==> src/rtl/spi_bringup_pkg.sv <==
package spi_bringup_pkg;

    localparam logic [7:0]  OPC_WRITE   = 8'h61;
    localparam logic [7:0]  OPC_READ    = 8'h41;
    localparam logic [7:0]  FILL_BYTE   = 8'hFF;

    localparam int          N_INIT      = 10;
    localparam int          N_CHECK     = 7;
    localparam int          N_BURST     = 18;
    localparam int          IDX_W       = 5;

    localparam logic [15:0] ADDR_STATUS = 16'h10C4;
    localparam logic [15:0] ADDR_BURST  = 16'h8800;
    localparam logic [15:0] ADDR_SEND   = 16'h10D0;
    localparam logic [31:0] SEND_WORD   = 32'h0000_0001;
    localparam int          READY_BIT   = 0;

    typedef enum logic [2:0] {
        PH_IDLE, PH_INIT, PH_CHECK, PH_POLL, PH_BURST, PH_SEND, PH_HALT
    } phase_e;

    typedef enum logic [1:0] {
        SUB_IDLE, SUB_SEND, SUB_WAIT, SUB_GAP
    } sub_e;

    function automatic logic [15:0] init_addr(input logic [IDX_W-1:0] i);
        case (i)
            5'd0:    return 16'h0800;
            5'd1:    return 16'h1018;
            5'd2:    return 16'h101C;
            5'd3:    return 16'h100C;
            5'd4:    return 16'h1048;
            5'd5:    return 16'h10C0;
            5'd6:    return 16'h10C8;
            5'd7:    return 16'h8004;
            5'd8:    return 16'h1018;
            default: return 16'h0800;
        endcase
    endfunction

    function automatic logic [31:0] init_data(input logic [IDX_W-1:0] i);
        case (i)
            5'd0:    return 32'h0000_0001;
            5'd1:    return 32'h0000_0103;
            5'd2:    return 32'h0107_0302;
            5'd3:    return 32'h0001_0200;
            5'd4:    return 32'h0000_0400;
            5'd5:    return 32'h0000_0001;
            5'd6:    return 32'h0700_0000;
            5'd7:    return 32'h0000_0000;
            5'd8:    return 32'h0000_0100;
            default: return 32'h0000_00C0;
        endcase
    endfunction

    function automatic logic [15:0] chk_addr(input logic [IDX_W-1:0] i);
        case (i)
            5'd0:    return 16'h101C;
            5'd1:    return 16'h100C;
            5'd2:    return 16'h1048;
            5'd3:    return 16'h10C0;
            5'd4:    return 16'h10C8;
            5'd5:    return 16'h1018;
            default: return 16'h0800;
        endcase
    endfunction

    function automatic logic [31:0] chk_exp(input logic [IDX_W-1:0] i);
        case (i)
            5'd0:    return 32'h0107_0302;
            5'd1:    return 32'h0001_0200;
            5'd2:    return 32'h0000_0400;
            5'd3:    return 32'h0000_0001;
            5'd4:    return 32'h0700_0000;
            5'd5:    return 32'h0000_0100;
            default: return 32'h0000_00C0;
        endcase
    endfunction

    function automatic logic [31:0] chk_mask(input logic [IDX_W-1:0] i);
        return (i == 5'd6) ? 32'hFFFF_FFF0 : 32'hFFFF_FFFF;
    endfunction

    function automatic logic [31:0] burst_word(input logic [IDX_W-1:0] i);
        return {8'h5A, 3'b000, i, ~{3'b000, i}, 8'hC3};
    endfunction

endpackage

==> src/rtl/spi_bringup_engine.sv <==
module spi_bringup_engine #(
    parameter int CLK_DIV = 4
) (
    input  logic       clk,
    input  logic       rst_n,
    input  logic       go,
    input  logic [7:0] tx_byte,
    input  logic       miso,
    output logic       sclk,
    output logic       mosi,
    output logic       byte_done,
    output logic [7:0] rx_byte
);
    localparam int HALF = CLK_DIV / 2;
    localparam int CW   = (HALF > 1) ? $clog2(HALF) : 1;

    typedef struct packed {
        logic          active;
        logic          sclk;
        logic [2:0]    bits;
        logic [CW-1:0] cnt;
        logic [7:0]    sh_tx;
        logic [7:0]    sh_rx;
        logic          done;
    } eng_t;

    eng_t q, d;

    always_comb begin
        d      = q;
        d.done = 1'b0;
        if (go) begin
            d.active = 1'b1;
            d.sclk   = 1'b0;
            d.bits   = '0;
            d.cnt    = '0;
            d.sh_tx  = tx_byte;
        end else if (q.active) begin
            if (q.cnt == CW'(HALF - 1)) begin
                d.cnt = '0;
                if (!q.sclk) begin
                    d.sclk  = 1'b1;
                    d.sh_rx = {q.sh_rx[6:0], miso};
                end else begin
                    d.sclk = 1'b0;
                    if (q.bits == 3'd7) begin
                        d.active = 1'b0;
                        d.done   = 1'b1;
                    end else begin
                        d.bits  = q.bits + 3'd1;
                        d.sh_tx = {q.sh_tx[6:0], 1'b0};
                    end
                end
            end else begin
                d.cnt = q.cnt + CW'(1);
            end
        end
    end

    always_ff @(posedge clk or negedge rst_n) begin
        if (!rst_n) q <= '0;
        else        q <= d;
    end

    assign sclk      = q.sclk;
    assign mosi      = q.sh_tx[7];
    assign byte_done = q.done;
    assign rx_byte   = q.sh_rx;
endmodule

==> src/rtl/spi_bringup_rom.sv <==
module spi_bringup_rom
    import spi_bringup_pkg::*;
(
    input  phase_e           phase,
    input  logic [IDX_W-1:0] entry,
    input  logic [IDX_W-1:0] word_idx,
    output logic [15:0]      addr,
    output logic [7:0]       nwords,
    output logic             is_read,
    output logic [31:0]      wdata,
    output logic [31:0]      expect_word,
    output logic [31:0]      mask
);
    always_comb begin
        addr        = '0;
        nwords      = 8'd1;
        is_read     = 1'b0;
        wdata       = '0;
        expect_word = '0;
        mask        = '0;
        case (phase)
            PH_INIT: begin
                addr  = init_addr(entry);
                wdata = init_data(entry);
            end
            PH_CHECK: begin
                addr        = chk_addr(entry);
                is_read     = 1'b1;
                expect_word = chk_exp(entry);
                mask        = chk_mask(entry);
            end
            PH_POLL: begin
                addr    = ADDR_STATUS;
                is_read = 1'b1;
            end
            PH_BURST: begin
                addr   = ADDR_BURST;
                nwords = 8'(N_BURST);
                wdata  = burst_word(word_idx);
            end
            PH_SEND: begin
                addr  = ADDR_SEND;
                wdata = SEND_WORD;
            end
            default: ;
        endcase
    end
endmodule

==> src/rtl/spi_bringup_seq.sv <==
module spi_bringup_seq
    import spi_bringup_pkg::*;
#(
    parameter int CLK_DIV     = 4,
    parameter int RETRY_LIMIT = 4
) (
    input  logic                               clk,
    input  logic                               rst_n,
    input  logic                               start,
    input  logic                               miso,
    output logic                               sclk,
    output logic                               mosi,
    output logic                               cs_n,
    output logic                               done,
    output logic                               error,
    output logic [$clog2(RETRY_LIMIT+1)-1:0]   mismatch_cnt
);
    localparam int CNT_W   = $clog2(RETRY_LIMIT + 1);
    localparam int BIDX_W  = $clog2(4 + 4 * N_BURST);
    localparam int GAP_CYC = 2 * CLK_DIV;
    localparam int GAP_W   = $clog2(GAP_CYC + 1);

    typedef struct packed {
        phase_e             phase;
        sub_e               sub;
        logic               cs_n;
        logic [BIDX_W-1:0]  bidx;
        logic [IDX_W-1:0]   entry;
        logic [GAP_W-1:0]   gap;
        logic [31:0]        rx;
        logic               fail;
        logic [CNT_W-1:0]   mcnt;
        logic               done;
        logic               error;
    } st_t;

    st_t q, d;

    logic             eng_go, eng_done;
    logic [7:0]       eng_rx, tx_byte;
    logic [15:0]      r_addr;
    logic [7:0]       r_nwords;
    logic             r_read;
    logic [31:0]      r_wdata, r_exp, r_mask;
    logic [BIDX_W-1:0] boff;
    logic [IDX_W-1:0] word_idx;
    logic [9:0]       last_idx;
    logic             last_byte;
    logic [31:0]      rx_n;
    logic             mism;

    assign boff     = q.bidx - BIDX_W'(4);
    assign word_idx = IDX_W'(boff >> 2);

    spi_bringup_rom u_rom (
        .phase       (q.phase),
        .entry       (q.entry),
        .word_idx    (word_idx),
        .addr        (r_addr),
        .nwords      (r_nwords),
        .is_read     (r_read),
        .wdata       (r_wdata),
        .expect_word (r_exp),
        .mask        (r_mask)
    );

    spi_bringup_engine #(.CLK_DIV(CLK_DIV)) u_eng (
        .clk       (clk),
        .rst_n     (rst_n),
        .go        (eng_go),
        .tx_byte   (tx_byte),
        .miso      (miso),
        .sclk      (sclk),
        .mosi      (mosi),
        .byte_done (eng_done),
        .rx_byte   (eng_rx)
    );

    always_comb begin
        case (q.bidx)
            BIDX_W'(0): tx_byte = r_read ? OPC_READ : OPC_WRITE;
            BIDX_W'(1): tx_byte = r_addr[15:8];
            BIDX_W'(2): tx_byte = r_addr[7:0];
            BIDX_W'(3): tx_byte = r_nwords;
            default: begin
                if (r_read) tx_byte = FILL_BYTE;
                else begin
                    case (q.bidx[1:0])
                        2'd0:    tx_byte = r_wdata[31:24];
                        2'd1:    tx_byte = r_wdata[23:16];
                        2'd2:    tx_byte = r_wdata[15:8];
                        default: tx_byte = r_wdata[7:0];
                    endcase
                end
            end
        endcase
    end

    assign last_idx  = {r_nwords, 2'b00} + 10'd3;
    assign last_byte = ({{(10 - BIDX_W){1'b0}}, q.bidx} == last_idx);
    assign rx_n      = {q.rx[23:0], eng_rx};
    assign mism      = |((rx_n ^ r_exp) & r_mask);

    always_comb begin
        d      = q;
        eng_go = 1'b0;
        case (q.sub)
            SUB_IDLE: begin
                if (q.phase == PH_IDLE && start) begin
                    d.phase = PH_INIT;
                    d.entry = '0;
                    d.bidx  = '0;
                    d.fail  = 1'b0;
                    d.cs_n  = 1'b0;
                    d.sub   = SUB_SEND;
                end
            end
            SUB_SEND: begin
                eng_go = 1'b1;
                d.sub  = SUB_WAIT;
            end
            SUB_WAIT: begin
                if (eng_done) begin
                    if (q.bidx >= BIDX_W'(4)) d.rx = rx_n;
                    if (!last_byte) begin
                        d.bidx = q.bidx + BIDX_W'(1);
                        d.sub  = SUB_SEND;
                    end else begin
                        d.cs_n = 1'b1;
                        d.bidx = '0;
                        d.sub  = SUB_GAP;
                        d.gap  = GAP_W'(GAP_CYC);
                        case (q.phase)
                            PH_INIT: begin
                                if (q.entry == IDX_W'(N_INIT - 1)) begin
                                    d.phase = PH_CHECK;
                                    d.entry = '0;
                                    d.fail  = 1'b0;
                                end else begin
                                    d.entry = q.entry + IDX_W'(1);
                                end
                            end
                            PH_CHECK: begin
                                if (q.entry != IDX_W'(N_CHECK - 1)) begin
                                    d.entry = q.entry + IDX_W'(1);
                                    d.fail  = q.fail | mism;
                                end else if (q.fail | mism) begin
                                    d.mcnt  = q.mcnt + CNT_W'(1);
                                    d.entry = '0;
                                    d.fail  = 1'b0;
                                    if (d.mcnt == CNT_W'(RETRY_LIMIT)) begin
                                        d.error = 1'b1;
                                        d.phase = PH_HALT;
                                        d.sub   = SUB_IDLE;
                                    end
                                end else begin
                                    d.phase = PH_POLL;
                                end
                            end
                            PH_POLL: begin
                                d.entry = '0;
                                d.fail  = 1'b0;
                                d.phase = rx_n[READY_BIT] ? PH_BURST : PH_CHECK;
                            end
                            PH_BURST: d.phase = PH_SEND;
                            PH_SEND: begin
                                d.done  = 1'b1;
                                d.phase = PH_CHECK;
                                d.entry = '0;
                                d.fail  = 1'b0;
                            end
                            default: d.sub = SUB_IDLE;
                        endcase
                    end
                end
            end
            default: begin
                if (q.gap == '0) begin
                    d.cs_n = 1'b0;
                    d.sub  = SUB_SEND;
                end else begin
                    d.gap = q.gap - GAP_W'(1);
                end
            end
        endcase
    end

    always_ff @(posedge clk or negedge rst_n) begin
        if (!rst_n) begin
            q       <= '0;
            q.phase <= PH_IDLE;
            q.sub   <= SUB_IDLE;
            q.cs_n  <= 1'b1;
        end else begin
            q <= d;
        end
    end

    assign cs_n         = q.cs_n;
    assign done         = q.done;
    assign error        = q.error;
    assign mismatch_cnt = q.mcnt;
endmodule

==> config.mk <==
export PLATFORM = sky130hd
export DESIGN_NAME = spi_bringup_seq
export DESIGN_NICKNAME = d
export VERILOG_FILES = /design/src/rtl/spi_bringup_pkg.sv /design/src/rtl/spi_bringup_engine.sv /design/src/rtl/spi_bringup_rom.sv /design/src/rtl/spi_bringup_seq.sv
export SDC_FILE = /design/constraint.sdc
export NUM_CORES = 1
export LEC_CHECK = 0
export BUFFER_PORTS_ARGS = -buffer_cell sky130_fd_sc_hd__clkbuf_2
export CORE_ASPECT_RATIO = 2
export CORE_MARGIN = 2
export CORE_UTILIZATION = 28
export DETAILED_ROUTE_END_ITERATION = 10
export SKIP_LAST_GASP = 1
export SYNTH_ARGS = -nofsm -noshare
export SYNTH_HDL_FRONTEND = slang
export SYNTH_SLANG_ARGS = --single-unit
==> constraint.sdc <==
create_clock -name clk -period 5.9 [get_ports clk]
set_input_delay 1.18 -clock clk [delete_from_list [all_inputs] [get_ports clk]]
set_output_delay 1.18 -clock clk [all_outputs]
set_load 0.1 [all_outputs]
==> results of run 1 <==
[stage by stage]
stage | worst slack [ns] | hold slack (ns) | total power (µW) | instances
after floorplan | 3.137 | 0.4656 | 524.1 | 517
after global placement | 2.314 | 0.4714 | 535.5 | 712
after detailed placement | 2.162 | 0.4683 | 535.8 | 712
after CTS | 2.139 | 0.4892 | 1122 | 728
after global routing | 1.796 | 0.4964 | 1148 | 728
final | 2.139 | 0.4925 | 1107 | 728
[Yosys cell counts (2+ instances only)]
master,instances
nor2_1,40
nand2b_1,7
o21bai_1,3
a41oi_1,2
buf_2,5
mux2i_1,11
nand2_1,41
o41ai_1,2
nand3_1,19
mux2_2,39
a221oi_1,2
nor3b_1,2
o32a_1,2
a22o_1,2
nand4b_1,2
a21oi_1,24
a21o_1,4
a32o_1,2
nor4_1,6
ha_1,28
or2_2,2
clkbuf_1,17
nor3_1,10
dfrtp_1,74
o21a_1,4
xor2_1,8
buf_1,2
o31ai_1,3
nand3b_1,2
xnor2_1,5
and3_1,2
o22a_1,2
nor2b_1,4
o22ai_1,4
and2_1,2
nand4_1,5
inv_1,23
a211oi_1,8
a31oi_1,15
buf_4,5
or4_1,2
o21ai_0,40
o21ai_1,2
[flip-flops by register name, indices dropped and copies added, names as in the netlist]
signal,cells
u_eng.sclk,1
q,46
u_eng.mosi,1
done,1
u_eng.byte_done,1
mismatch_cnt,3
cs_n,1
u_eng.rx_byte,8
u_eng.q,12
error,1
[logic make-up after synthesis]
kind of cell    Yosys count  share of synthesized area
compound gates          140                     0.1922
buf+inv                  53                    0.04644
fa+ha+maj                28                    0.07224
flops                    75                     0.3873
mux                      51                     0.1156
xor+xnor                 13                    0.02348
simple gates            157                     0.1628
[worst max-delay path by stage]
stage                  to  slack (ns)  cells past startpoint   from
floorplan           q[45]        3.14                      8  start
global placement     q[5]        2.31                     10  q[59]
detailed placement   q[5]        2.16                     10  q[59]
CTS                  q[5]        2.14                     10  q[59]
global route         q[5]        1.80                     10  q[59]
finish               q[5]        2.14                     10  q[59]
[worst max-delay path, stage by stage (launching register included)]
cell and delay (ns):
dfrtp_1 0.63, nor2b_1 0.28, nand2b_1 0.20, inv_1 0.36, ha_1 0.31, nor4_1 0.25
o21ai_1 0.22, a21o_1 0.22, a221oi_2 0.68, nand2_1 0.15, mux2_1 0.34
[cells in the final DEF (no fill, tap or decap), types with 3 or more instances in the layout]
master | synthesis | layout
a211oi_1 | 8 | 8
a21o_1 | 4 | 4
a21oi_1 | 24 | 23
a31oi_1 | 15 | 15
buf_4 | 5 | 5
clkbuf_16 | 0 | 9
clkbuf_2 | 1 | 10
dfrtp_1 | 74 | 74
ha_1 | 28 | 28
inv_1 | 23 | 23
inv_8 | 0 | 3
mux2_2 | 39 | 39
mux2i_1 | 11 | 11
nand2_1 | 41 | 41
nand2b_1 | 7 | 7
nand3_1 | 19 | 19
nand4_1 | 5 | 5
nor2_1 | 40 | 40
nor2b_1 | 4 | 4
nor3_1 | 10 | 10
nor4_1 | 6 | 6
o21a_1 | 4 | 4
o21ai_0 | 40 | 40
o21bai_1 | 3 | 3
o22ai_1 | 4 | 4
o31ai_1 | 3 | 3
xnor2_1 | 5 | 5
xor2_1 | 8 | 8
[layout make-up]
class | count | area (µm²)
clock buffer | 9 | 225.2
clock inverter | 7 | 88.84
fill | 1735 | 11720
inverter | 23 | 86.33
multi-input combinational | 389 | 2750
sequential | 75 | 1878
tap | 210 | 262.8
timing repair buffer | 15 | 87.58
[power by group]
part	internal, µW	switching, µW	total [µW]	leakage, µW
clock network	339	244	582	0.000152
registers	514	0	514	0.00101
logic	0.903	10.0	10.9	0.00123
[routing by layer]
layer / up-vias / routed length (µm)
li1: 1872 / -
met1: 1918 / 5303
met2: 120 / 5101
met3: 26 / 529
met4: 0 / 302
met5: - / 0
==> results.py, run 1 <==
metrics = {
    "timing": {
        "fin_tns_setup_ns": 0,
        "slew_headroom": 0.2655,
        "setup_violations": 0,
        "rsz0062_at_grt": "no",
        "period_minus_slack_ns": 3.761,
        "hold_viol_final": 0,
        "finalCritPeriodShare": 0.6374,
        "worst_slew_pin_slew_ns": 1.099,
        "maxSlewViolCount": 0,
        "fin_skew_ns": 0.007387,
        "max_freq_ghz": 0.2659,
    },
    "setup_path": {
        "regToRegStartpoint": "q[59]",
        "ff2ff_path_depth": 10,
        "crit_fanout": 16,
        "cp-start-kind": "register",
        "r2r_slack_ns": 2.14,
        "worst_r2r_endpoint": "q[5]",
        "worst-endpoint-arrival_ns": 3.99,
        "required_ns": 6.13,
        "path_class": "register to register",
        "end_kind": "register",
    },
    "place": {
        "gp_congestion": 0.9512,
        "io_buffers": 11,
        "hpwl_mm": 8.016,
        "placed_cell_area_um2": 5065,
    },
    "floorplan": {
        "num_rows": 68,
        "die_w_um": 97.06,
        "die-area_um2": 18450,
        "start_util": 0.2836,
        "die_height_um": 190.1,
        "io-pin-count": 12,
        "core-area_um2": 17100,
    },
    "detailed_routing": {
        "drt_wl_total_mm": 11.24,
        "vias": 3936,
        "wl_per_cell_um": 15.44,
        "drc": 0,
        "ant_nets": 0,
        "dr.pass1.iters": 5,
        "drtIter0Drc": 362,
        "via_per_inst": 5.407,
    },
    "yosys": {
        "syn_avg_cell_area_um2": 9.380,
        "synthDominantCellAreaShare": 0.3818,
        "ys_seq_area_frac": 0.3873,
        "synth_cells": 517,
        "synth_cell_type_count": 76,
        "synth_area_leader_cell": "dfrtp_1",
        "yosys-top-cells-area": "dfrtp_1 38%, mux2_2 9.1%, ha_1 7.2%, o21ai_0 4.1%, nand2_1 3.2%",
        "synth_ff_type": "dfrtp_1",
        "synth_edf_count": 0,
        "yosysWarnings": 0,
        "syn-num-nets": 549,
        "async_reset_ff_frac": 1.000,
        "ys_seq_elements": 75,
        "syn_area_um2": 4850,
    },
    "clocking": {
        "cts.sink_count": 75,
        "cts_buffers": 9,
        "cts_tree": "yes",
        "hold_buffers": 0,
        "clk_pin_slew_ns": 0.06,
        "post_cts_resized": 0,
        "h-tree-depth": 3,
        "root_buffer": "clkbuf_16",
        "clk_path_buf_depth": 2,
        "insertion_delay_ns": 0.35,
        "cts_setup_buffers": 0,
    },
    "layout": {
        "layout.nets": 545,
        "drive_gt1_frac": 0.1622,
        "design_area_um2": 5379,
        "areaGrowthSynthToFinish_pct": 10.91,
        "antennaDiodeCount": 0,
        "utilization": 0.3145,
    },
    "global_route": {
        "use_met1": 0.1715,
        "first_global_vias": 3827,
        "grt_antenna_before_repair": 0,
        "grt_util_met3": 0.02425,
        "met2_usage": 0.1947,
        "grt_most_used_layer": "met2",
        "overflow": 0,
        "grt_max_degree": 76,
        "track_usage": 0.1259,
        "grt_pass1_wl_mm": 19.25,
    },
    "power_and_ir_drop": {
        "max-vdd-ir-drop_uv": 229.5,
        "powerDensity_nw_per_um2": 205.8,
        "p_leak_uw": 0.002396,
    },
    "run": {
        "maxCapViolCount": 0,
    },
    "status": {
        "status": "finished clean",
    },
    "hold_path": {
        "hold_path_class": "register to register",
        "hold_start": "done",
        "min_to": "done",
        "holdPathStages": 1,
    },
}
Note: power is estimated with default switching activity, not from simulation.
==> run 2: changes to the inputs <==
- clock period: 5.9 -> 3.71 ns (I/O delays scaled with it)
==> results.py, run 2 (same netlist as run 1, synthesis figures left out) <==
metrics = {
    "floorplan": {
        "start_util": 0.2836,
        "io-pin-count": 12,
        "die-area_um2": 18450,
        "core-area_um2": 17100,
        "die_w_um": 97.06,
        "num_rows": 68,
        "die_height_um": 190.1,
    },
    "power_and_ir_drop": {
        "powerDensity_nw_per_um2": 321.7,
        "p_total_uw": 1756,
        "p_int_uw": 1357,
        "p_comb_frac": 0.010,
        "clockPowerShare": 0.524,
        "net-switching-power_uw": 398.1,
        "power.switching_fraction": 0.2268,
        "seqPwrFrac": 0.466,
        "p_leak_uw": 0.002445,
        "max-vdd-ir-drop_uv": 268.1,
    },
    "setup_path": {
        "required_ns": 3.94,
        "regToRegStartpoint": "q[58]",
        "ff2ff_path_depth": 11,
        "worst-endpoint-arrival_ns": 3.47,
        "worst_r2r_endpoint": "q[45]",
        "cp-start-kind": "register",
        "crit_fanout": 13,
        "r2r_slack_ns": 0.47,
        "path_class": "register to register",
        "end_kind": "register",
    },
    "timing": {
        "setup_violations": 0,
        "holdWs_ns": 0.4921,
        "finalCritPeriodShare": 0.8742,
        "max_freq_ghz": 0.3083,
        "slew_headroom": 0.3721,
        "worst_slew_pin_slew_ns": 0.9419,
        "fin_skew_ns": 0.005659,
        "rsz0062_at_grt": "no",
        "hold_viol_final": 0,
        "period_minus_slack_ns": 3.243,
        "maxSlewViolCount": 0,
        "fin_tns_setup_ns": 0,
    },
    "clocking": {
        "root_buffer": "clkbuf_16",
        "insertion_delay_ns": 0.34,
        "clk_pin_slew_ns": 0.06,
        "cts_buffers": 9,
        "post_cts_resized": 0,
        "hold_buffers": 0,
        "cts.sink_count": 75,
        "clk_path_buf_depth": 2,
        "cts_tree": "yes",
        "cts_setup_buffers": 0,
        "h-tree-depth": 3,
    },
    "global_route": {
        "track_usage": 0.1267,
        "first_global_vias": 3849,
        "grt_max_degree": 76,
        "grt_pass1_wl_mm": 19.45,
        "overflow": 0,
        "grt_antenna_before_repair": 0,
    },
    "detailed_routing": {
        "wl_per_cell_um": 15.35,
        "ant_nets": 0,
        "vias": 3983,
        "drt_wl_total_mm": 11.33,
        "via_per_inst": 5.397,
        "drc": 0,
        "drtIter0Drc": 269,
        "dr.pass1.iters": 5,
    },
    "layout": {
        "regMostFlops": "q",
        "drive_gt1_frac": 0.1780,
        "largest_reg_flops": 46,
        "layout_commonest_cell": "dfrtp_1",
        "n_fill_cell": 1720,
        "final-seq-area_um2": 1878,
        "mostFrequentLayoutCells": "74 x dfrtp_1, 41 x nand2_1, 40 x nor2_1, 40 x o21ai_0, 39 x mux2_2",
        "multi_input_area_um2": 2750,
        "layout.nets": 555,
        "areaGrowthSynthToFinish_pct": 12.51,
        "design_area_um2": 5456,
        "antennaDiodeCount": 0,
    },
    "hold_path": {
        "min_to": "error",
        "hold_start": "error",
        "holdPathStages": 1,
        "hold_path_class": "register to register",
    },
    "place": {
        "hpwl_mm": 8.010,
        "gp_congestion": 0.9479,
        "placed_cell_area_um2": 5140,
        "io_buffers": 11,
    },
    "status": {
        "status": "finished clean",
    },
    "run": {
        "maxCapViolCount": 0,
    },
}
==> run 2: power groups by stage <==
stage | Sequential, µW | Combinational, µW | Clock (µW)
floorplan | 833 | 0.305 | 0
global placement | 833 | 18.6 | 0
detailed placement | 833 | 19.0 | 0
CTS | 817 | 18.8 | 940
global route | 817 | 21.4 | 968
finish | 818 | 17.3 | 921
==> run 2: worst max-delay path, cell delays in order, from the launching register on <==
cell and delay (ns):
dfrtp_1 0.51, nor2b_1 0.27, nand2b_1 0.18, inv_1 0.33, ha_1 0.30, nor4_1 0.25, o21ai_1 0.25, a21o_1 0.24
a221oi_2 0.32, buf_4 0.22, nand2_1 0.06, a32o_1 0.19
==> run 2: area by class of cell <==
class	count	share of cell area
multi-input cells	389	0.5040
flip-flops and latches	75	0.3442
well taps	210	0.04815
clock buffers	9	0.04127
repair buffers	25	0.02981
clock inverters	7	0.01674
inverters	23	0.01582
==> run 2: metal layers <==
metal,track usage,share of wire,vias to the layer above
met3,0.02425,0.047,28
met1,0.1737,0.47,1925
met2,0.1979,0.46,132
met4,0.04821,0.029,0
met5,0,0,-
li1,-,-,1898
==> run 2: per-stage QoR <==
step	setup WS, ns	util	cells
floorplan	0.9874	-	517
global placement	0.6008	0.3006	722
detailed placement	0.4867	0.3006	722
CTS	0.4795	0.3191	738
global route	0.05579	0.3191	738
finish	0.4668	0.3191	738
==> run 2: worst max-delay path by stage <==
stage,startpoint,end,slack [ns],cells past startpoint
global route,q[58],q[46],0.06,11
global placement,q[58],q[46],0.60,11
floorplan,q[43],mismatch_cnt[1],0.99,9
finish,q[58],q[45],0.47,11
CTS,q[58],q[45],0.48,11
detailed placement,q[58],q[45],0.49,11
